--- config.mk ---
export PLATFORM = sky130hd
export DESIGN_NAME = sbw_wakeup
export DESIGN_NICKNAME = d
export VERILOG_FILES = /design/src/rtl/sbw_pkg.sv /design/src/rtl/sbw_regbits.sv /design/src/rtl/sbw_slot.sv /design/src/rtl/sbw_wakeup.sv
export SDC_FILE = /design/constraint.sdc
export NUM_CORES = 1
export LEC_CHECK = 0
export ABC_AREA = 1
export BUFFER_PORTS_ARGS = -buffer_cell sky130_fd_sc_hd__buf_4
export CAP_MARGIN = 20
export CELL_PAD_IN_SITES_DETAIL_PLACEMENT = 0
export CELL_PAD_IN_SITES_GLOBAL_PLACEMENT = 1
export CORE_MARGIN = 3
export CORE_UTILIZATION = 35
export DETAILED_ROUTE_END_ITERATION = 6
export PLACE_DENSITY = 0.7
export SYNTH_ARGS = -nofsm -noshare
export SYNTH_HDL_FRONTEND = slang
export SYNTH_SLANG_ARGS = --single-unit
export TNS_END_PERCENT = 50
--- constraint.sdc ---
create_clock -name clk -period 2.4 [get_ports clk]
set_input_delay 0.36 -clock clk [delete_from_list [all_inputs] [get_ports clk]]
set_output_delay 0.36 -clock clk [all_outputs]
set_load 0.005 [all_outputs]
--- src/rtl/sbw_pkg.sv ---
package sbw_pkg;
  localparam int DEF_INT_REGS = 24;
  localparam int DEF_FP_REGS  = 16;
  localparam int DEF_SLOTS    = 8;
  localparam int DEF_SRCS     = 2;

  // One spare bit so every tag width has an untracked range above the register file.
  function automatic int tag_bits(input int nregs);
    return $clog2(nregs) + 1;
  endfunction
endpackage

--- src/rtl/sbw_regbits.sv ---
module sbw_regbits #(
  parameter int NUM_REGS = 40,
  parameter int TAG_W    = 7
) (
  input  logic                clk,
  input  logic                rst,
  input  logic                set_vld,
  input  logic [TAG_W-1:0]    set_tag,
  input  logic                clr_vld,
  input  logic [TAG_W-1:0]    clr_tag,
  output logic [NUM_REGS-1:0] bits
);
  always_ff @(posedge clk) begin
    if (rst) begin
      bits <= '0;
    end else begin
      for (int r = 0; r < NUM_REGS; r++) begin
        if (clr_vld && clr_tag == TAG_W'(r))
          bits[r] <= 1'b0;
        else if (set_vld && set_tag == TAG_W'(r))
          bits[r] <= 1'b1;
      end
    end
  end
endmodule

--- src/rtl/sbw_slot.sv ---
module sbw_slot #(
  parameter int SRCS  = 2,
  parameter int TAG_W = 7
) (
  input  logic                  clk,
  input  logic                  rst,
  input  logic                  wr,
  input  logic [SRCS*TAG_W-1:0] wr_tags,
  input  logic [SRCS-1:0]       wr_wait,
  input  logic                  drop,
  input  logic                  wake_vld,
  input  logic [TAG_W-1:0]      wake_tag,
  input  logic [TAG_W-1:0]      query_tag,
  output logic                  ready,
  output logic                  has_waiter,
  output logic [SRCS-1:0]       waits,
  output logic [SRCS*TAG_W-1:0] tags
);
  logic vld;

  always_ff @(posedge clk) begin
    if (rst) begin
      vld   <= 1'b0;
      waits <= '0;
      tags  <= '0;
    end else if (wr) begin
      vld   <= 1'b1;
      waits <= wr_wait;
      tags  <= wr_tags;
    end else if (drop) begin
      vld   <= 1'b0;
      waits <= '0;
    end else begin
      for (int s = 0; s < SRCS; s++)
        if (wake_vld && tags[s*TAG_W +: TAG_W] == wake_tag)
          waits[s] <= 1'b0;
    end
  end

  always_comb begin
    has_waiter = 1'b0;
    for (int s = 0; s < SRCS; s++)
      if (waits[s] && tags[s*TAG_W +: TAG_W] == query_tag)
        has_waiter = 1'b1;
  end

  assign ready = vld & ~|waits;
endmodule

--- src/rtl/sbw_wakeup.sv ---
module sbw_wakeup
  import sbw_pkg::*;
#(
  parameter int INT_REGS = DEF_INT_REGS,
  parameter int FP_REGS  = DEF_FP_REGS,
  parameter int SLOTS    = DEF_SLOTS,
  parameter int SRCS     = DEF_SRCS,
  localparam int NUM_REGS = INT_REGS + FP_REGS,
  localparam int TAG_W    = tag_bits(NUM_REGS),
  localparam int SLOT_W   = (SLOTS > 1) ? $clog2(SLOTS) : 1
) (
  input  logic                  clk,
  input  logic                  rst,
  input  logic                  ins_valid,
  input  logic [SLOT_W-1:0]     ins_slot,
  input  logic [SRCS*TAG_W-1:0] ins_src_tag,
  input  logic [SRCS-1:0]       ins_src_rdy,
  input  logic                  ins_dst_valid,
  input  logic [TAG_W-1:0]      ins_dst_tag,
  input  logic                  cmp_valid,
  input  logic [TAG_W-1:0]      cmp_tag,
  input  logic [SLOTS-1:0]      drop_mask,
  output logic [NUM_REGS-1:0]   reg_ready,
  output logic [SLOTS-1:0]      slot_ready,
  output logic                  dup_producer_err
);
  localparam logic [TAG_W-1:0] LIMIT = TAG_W'(NUM_REGS);

  logic                  cmp_hit, alloc_hit;
  logic [SRCS-1:0]       src_wait;
  logic [SLOTS-1:0]      slot_waiter;
  logic [SRCS-1:0]       slot_waits [SLOTS];
  logic [SRCS*TAG_W-1:0] slot_tags  [SLOTS];
  logic                  err_d;

  assign cmp_hit   = cmp_valid && (cmp_tag < LIMIT);
  assign alloc_hit = ins_valid && ins_dst_valid && (ins_dst_tag < LIMIT);

  sbw_regbits #(.NUM_REGS(NUM_REGS), .TAG_W(TAG_W)) u_bits (
    .clk     (clk),
    .rst     (rst),
    .set_vld (cmp_hit),
    .set_tag (cmp_tag),
    .clr_vld (alloc_hit),
    .clr_tag (ins_dst_tag),
    .bits    (reg_ready)
  );

  // Insert-time resolution: rename flag, scoreboard bit, or same-cycle broadcast.
  always_comb begin
    for (int s = 0; s < SRCS; s++) begin
      logic [TAG_W-1:0] t;
      logic             hit;
      t   = ins_src_tag[s*TAG_W +: TAG_W];
      hit = 1'b0;
      for (int r = 0; r < NUM_REGS; r++)
        if (t == TAG_W'(r)) hit = reg_ready[r];
      src_wait[s] = !(ins_src_rdy[s] || (t >= LIMIT) || hit || (cmp_hit && cmp_tag == t));
    end
  end

  for (genvar i = 0; i < SLOTS; i++) begin : g_slot
    sbw_slot #(.SRCS(SRCS), .TAG_W(TAG_W)) u_slot (
      .clk        (clk),
      .rst        (rst),
      .wr         (ins_valid && ins_slot == SLOT_W'(i)),
      .wr_tags    (ins_src_tag),
      .wr_wait    (src_wait),
      .drop       (drop_mask[i]),
      .wake_vld   (cmp_hit),
      .wake_tag   (cmp_tag),
      .query_tag  (ins_dst_tag),
      .ready      (slot_ready[i]),
      .has_waiter (slot_waiter[i]),
      .waits      (slot_waits[i]),
      .tags       (slot_tags[i])
    );
  end

  assign err_d = alloc_hit && (|slot_waiter) && !(cmp_hit && cmp_tag == ins_dst_tag);

  always_ff @(posedge clk) begin
    if (rst) dup_producer_err <= 1'b0;
    else     dup_producer_err <= err_d;
  end
endmodule

==> impl_metrics.tcl <==
set metrics [dict create \
    fin_nets 1672 \
    worstPathRequired_ns 2.78 \
    grt_pass1_vias 10640 \
    slew_viol_final 0 \
    syn_inst 1445 \
    crit_top_cell "nand2_1" \
    core_um2 29170 \
    cts_root_buf "clkbuf_16" \
    synth_edf_count 0 \
    clock_path_buffers 2 \
    hp-class "input port to flop" \
    synth_ff_type "dfxtp_1" \
    synth_seq_area_share 0.3367 \
    holdCritStartpoint "drop_mask[5]" \
    io_pins 95 \
    synthDistinctLibCells 52 \
    r2r_cells 27 \
    synth.avg_cell_area_um2 7.282 \
    synth-seq-cells 177 \
    start_util 0.3608 \
    hold_slack_ns 0.2540 \
    violations "setup timing" \
    crit_start "u_bits.bits[1]" \
    fp.dieArea_um2 32180 \
    max_slew.worst_pin.slew_ns 0.6652 \
    r2r_end "g_slot[0].u_slot.waits[1]" \
    die_width_um 179.4 \
    die_y_um 179.4 \
    cp_num_buf_inv 2 \
    final_util 0.4610 \
    syn-num-nets 1491 \
    p_leak_uw 0.005136 \
    syn_area_um2 10520 \
    hpwl_um 34410 \
    crit_slowest_cell "dfxtp_4" \
    worst_slack_ns -0.2561 \
    finalCriticalPeriod_ns 2.656 \
    cts.sinks 177 \
    n_antenna_cell 0 \
    status "finished with violations" \
    drive_gt1_frac 0.2184 \
    layout-area-overhead-vs-synth_pct 27.78 \
    slowest_delay_ns 0.38 \
    arrival_ns 3.04 \
    post_cts_buffers 0 \
    fmax_ghz 0.3765 \
    drt-pass1-iter-count 5 \
    cts_tree "built" \
    power.density_nw_per_um2 546.5 \
    final.period_utilization 1.107 \
    via_count 11630 \
    grt_max_degree 132 \
    relSlewSlack 0.5561 \
    num_rows 62 \
    reg2reg_from "u_bits.bits[1]" \
    ys_async_sr_fraction 0 \
    wl_um 47140 \
    drc 0 \
    holdBufCountCts 0 \
    grt.total_usage 0.2916 \
    whs_path_depth 4 \
    rsz0062_at_grt "yes" \
    antenna_left 0 \
    grt_first_pass_wirelength_um 69460 \
    clkTransAtPathRegs_ns 0.08 \
    cts-buffers-inserted 17 \
    cp_top_family "simple AND/OR/NAND/NOR gates" \
    setup_viol 16 \
    r2r_slack_ns -0.26 \
    cts_max_level 4 \
    cap_violations 0 \
    clock_insertion_delay_worst_skew_ns 0.45 \
    wire_per_inst_um 23.30 \
    finalWeightedCongestion 0.9617 \
    portBuffers 94 \
    startpoint_type "flop" \
    viasPerCell 5.749 \
    crit_path_max_fanout 8 \
    grt-ovfl-total 0 \
    holdPathEnd "g_slot[5].u_slot.vld" \
    yosysWarnings 0 \
    finalHoldViolCount 0 \
    clock_skew_ns 0.01498 \
    drt_iter0_drc 1076 \
    end_kind "flop" \
    path_class "flop to flop" \
    ir_drop_v 0.0004671 \
    antenna_found_initial 1 \
]
[metrics by stage]
stage | setup slack [ns] | std cells | setup TNS [ns] | power, uW | instance area, um2
2_1_floorplan | -0.002388 | 1445 | -0.002388 | 3801 | 10580
3_3_place_gp | -0.5695 | 1991 | -7.672 | 4355 | 12750
3_5_place_dp | -0.5623 | 1991 | -7.945 | 4359 | 12750
4_1_cts | -0.2259 | 2023 | -2.492 | 7329 | 13390
5_1_grt | -0.5089 | 2023 | -7.486 | 7549 | 13450
6_report | -0.2561 | 2023 | -2.972 | 7348 | 13450
[sequential cells by signal, summed over array words and instances (netlist names)]
name                 flops
dup_producer_err         1
u_bits.bits             40
g_slot.u_slot.tags     112
g_slot.u_slot.waits     16
g_slot.u_slot.vld        8
[cell usage after synthesis, drive strengths merged, types with 2 or more instances]
cell type / n / area (um2)
and3: 2 / 12.51
o221a: 5 / 56.30
xnor2: 126 / 1104
a311oi: 4 / 35.03
a211o: 3 / 26.28
nor2: 132 / 541.8
nand2: 146 / 550.5
a31oi: 12 / 75.07
o21ai: 151 / 755.7
or4: 3 / 22.52
clkinv: 7 / 26.28
o21bai: 2 / 15.01
nand4: 65 / 412.9
a221oi: 9 / 78.83
buf: 29 / 155.1
a211oi: 21 / 157.7
dfxtp: 177 / 3543
o311ai: 15 / 131.4
a2111oi: 3 / 26.28
o41ai: 3 / 26.28
or3: 2 / 12.51
o2111ai: 17 / 148.9
nor3: 22 / 110.1
nor3b: 9 / 67.56
nand3: 64 / 320.3
a21oi: 169 / 845.8
xor2: 38 / 332.8
clkbuf: 77 / 289.0
nand3b: 2 / 15.01
nor4: 18 / 112.6
o22ai: 8 / 50.05
or2: 5 / 31.28
inv: 86 / 322.8
o211ai: 5 / 37.54
[power by group]
part           switching (uW)  leakage (uW)  internal (uW)
sequential               80.9       0.00144           3000
combinational             753       0.00341            475
clock                    1440      0.000291           1590
total                    2280       0.00514           5070
[metal layers]
layer | vias up | wire [um] | track usage
met5 | - | 0 | 0
met4 | 0 | 1689 | 0.1131
met3 | 111 | 3251 | 0.03835
met2 | 508 | 21730 | 0.4683
met1 | 5566 | 20470 | 0.3986
li1 | 5446 | - | -
[layout by cell type (no fill, tap or decap), types with 9 or more instances in the layout]
| cell type | synthesis | final |
|---|---|---|
| nand3_1 | 64 | 56 |
| xnor2_1 | 126 | 126 |
| a211oi_1 | 21 | 21 |
| clkbuf_16 | 0 | 17 |
| a221oi_1 | 9 | 9 |
| nor3b_1 | 9 | 9 |
| nand2_1 | 145 | 143 |
| nor2_1 | 125 | 115 |
| nor3_1 | 22 | 21 |
| o21ai_0 | 151 | 151 |
| o2111ai_1 | 17 | 17 |
| dfxtp_1 | 177 | 174 |
| nor2_2 | 3 | 10 |
| a31oi_1 | 12 | 12 |
| buf_4 | 9 | 260 |
| nand4_1 | 64 | 64 |
| nor4_1 | 18 | 17 |
| a21oi_1 | 169 | 164 |
| inv_1 | 79 | 78 |
| xor2_1 | 38 | 38 |
| o311ai_0 | 15 | 15 |
[how the worst max path moves through the flow]
stage,to,slack (ns),cells past startpoint
after floorplan,g_slot[0].u_slot.waits[1],-0.002,26
after detailed placement,g_slot[0].u_slot.waits[0],-0.56,27
after CTS,g_slot[0].u_slot.waits[1],-0.23,27
final,g_slot[0].u_slot.waits[1],-0.26,27
after global placement,g_slot[0].u_slot.waits[0],-0.57,27
after global routing,g_slot[3].u_slot.waits[0],-0.51,26
[final cells by class]
cell class | instances | area, um2
repair buffers | 268 | 2112
clock buffers | 17 | 425.4
fillers | 3033 | 15720
clock inverters | 15 | 196.4
multi-input cells | 1069 | 6317
inverters | 93 | 361.6
well taps | 384 | 480.5
flip-flops and latches | 177 | 3552
[worst register-to-register path, cell delays in order, from the launching register on]
cell and delay (ns):
dfxtp_4 0.38, buf_12 0.14, nand3_2 0.06, nand2_1 0.05, nor2_1 0.08, nand2_1 0.07, nand2_1 0.06, nand4_1 0.08
nor2_1 0.10, nand3_1 0.07, nand2_1 0.06, nand4_1 0.07, nand2_1 0.08, nand4_1 0.07, nand2_1 0.07, nand4_1 0.07
nor2_1 0.11, nand4_1 0.09, nand2_1 0.07, nand4_1 0.07, nand2_1 0.08, nand4_1 0.08, nand2_1 0.08, nand3_2 0.06
nand2_2 0.08, buf_12 0.16, nand3_2 0.09, a21oi_2 0.13
[cell families (layout without fill, tap and decap cells)]
family                 after synthesis  count (layout)  synth area share
XOR/XNOR                           164             164            0.1365
AO/OA/AOI/OAI                      434             434            0.2405
AND/OR/NAND/NOR                    471             471            0.2108
buffers and inverters              199             393           0.07539
flip-flops                         177             177            0.3367
[timing repair]
| item | 4_1_cts | 5_1_grt |
|---|---|---|
| pin swaps | 3 | 1 |
| endpoints found under the hold margin | 0 | 0 |
| resized for setup | 8 | 12 |
| endpoints found under the setup margin | 16 | 16 |
| cloned | 0 | 0 |
No activity file was read; power rests on OpenSTA's default activity.
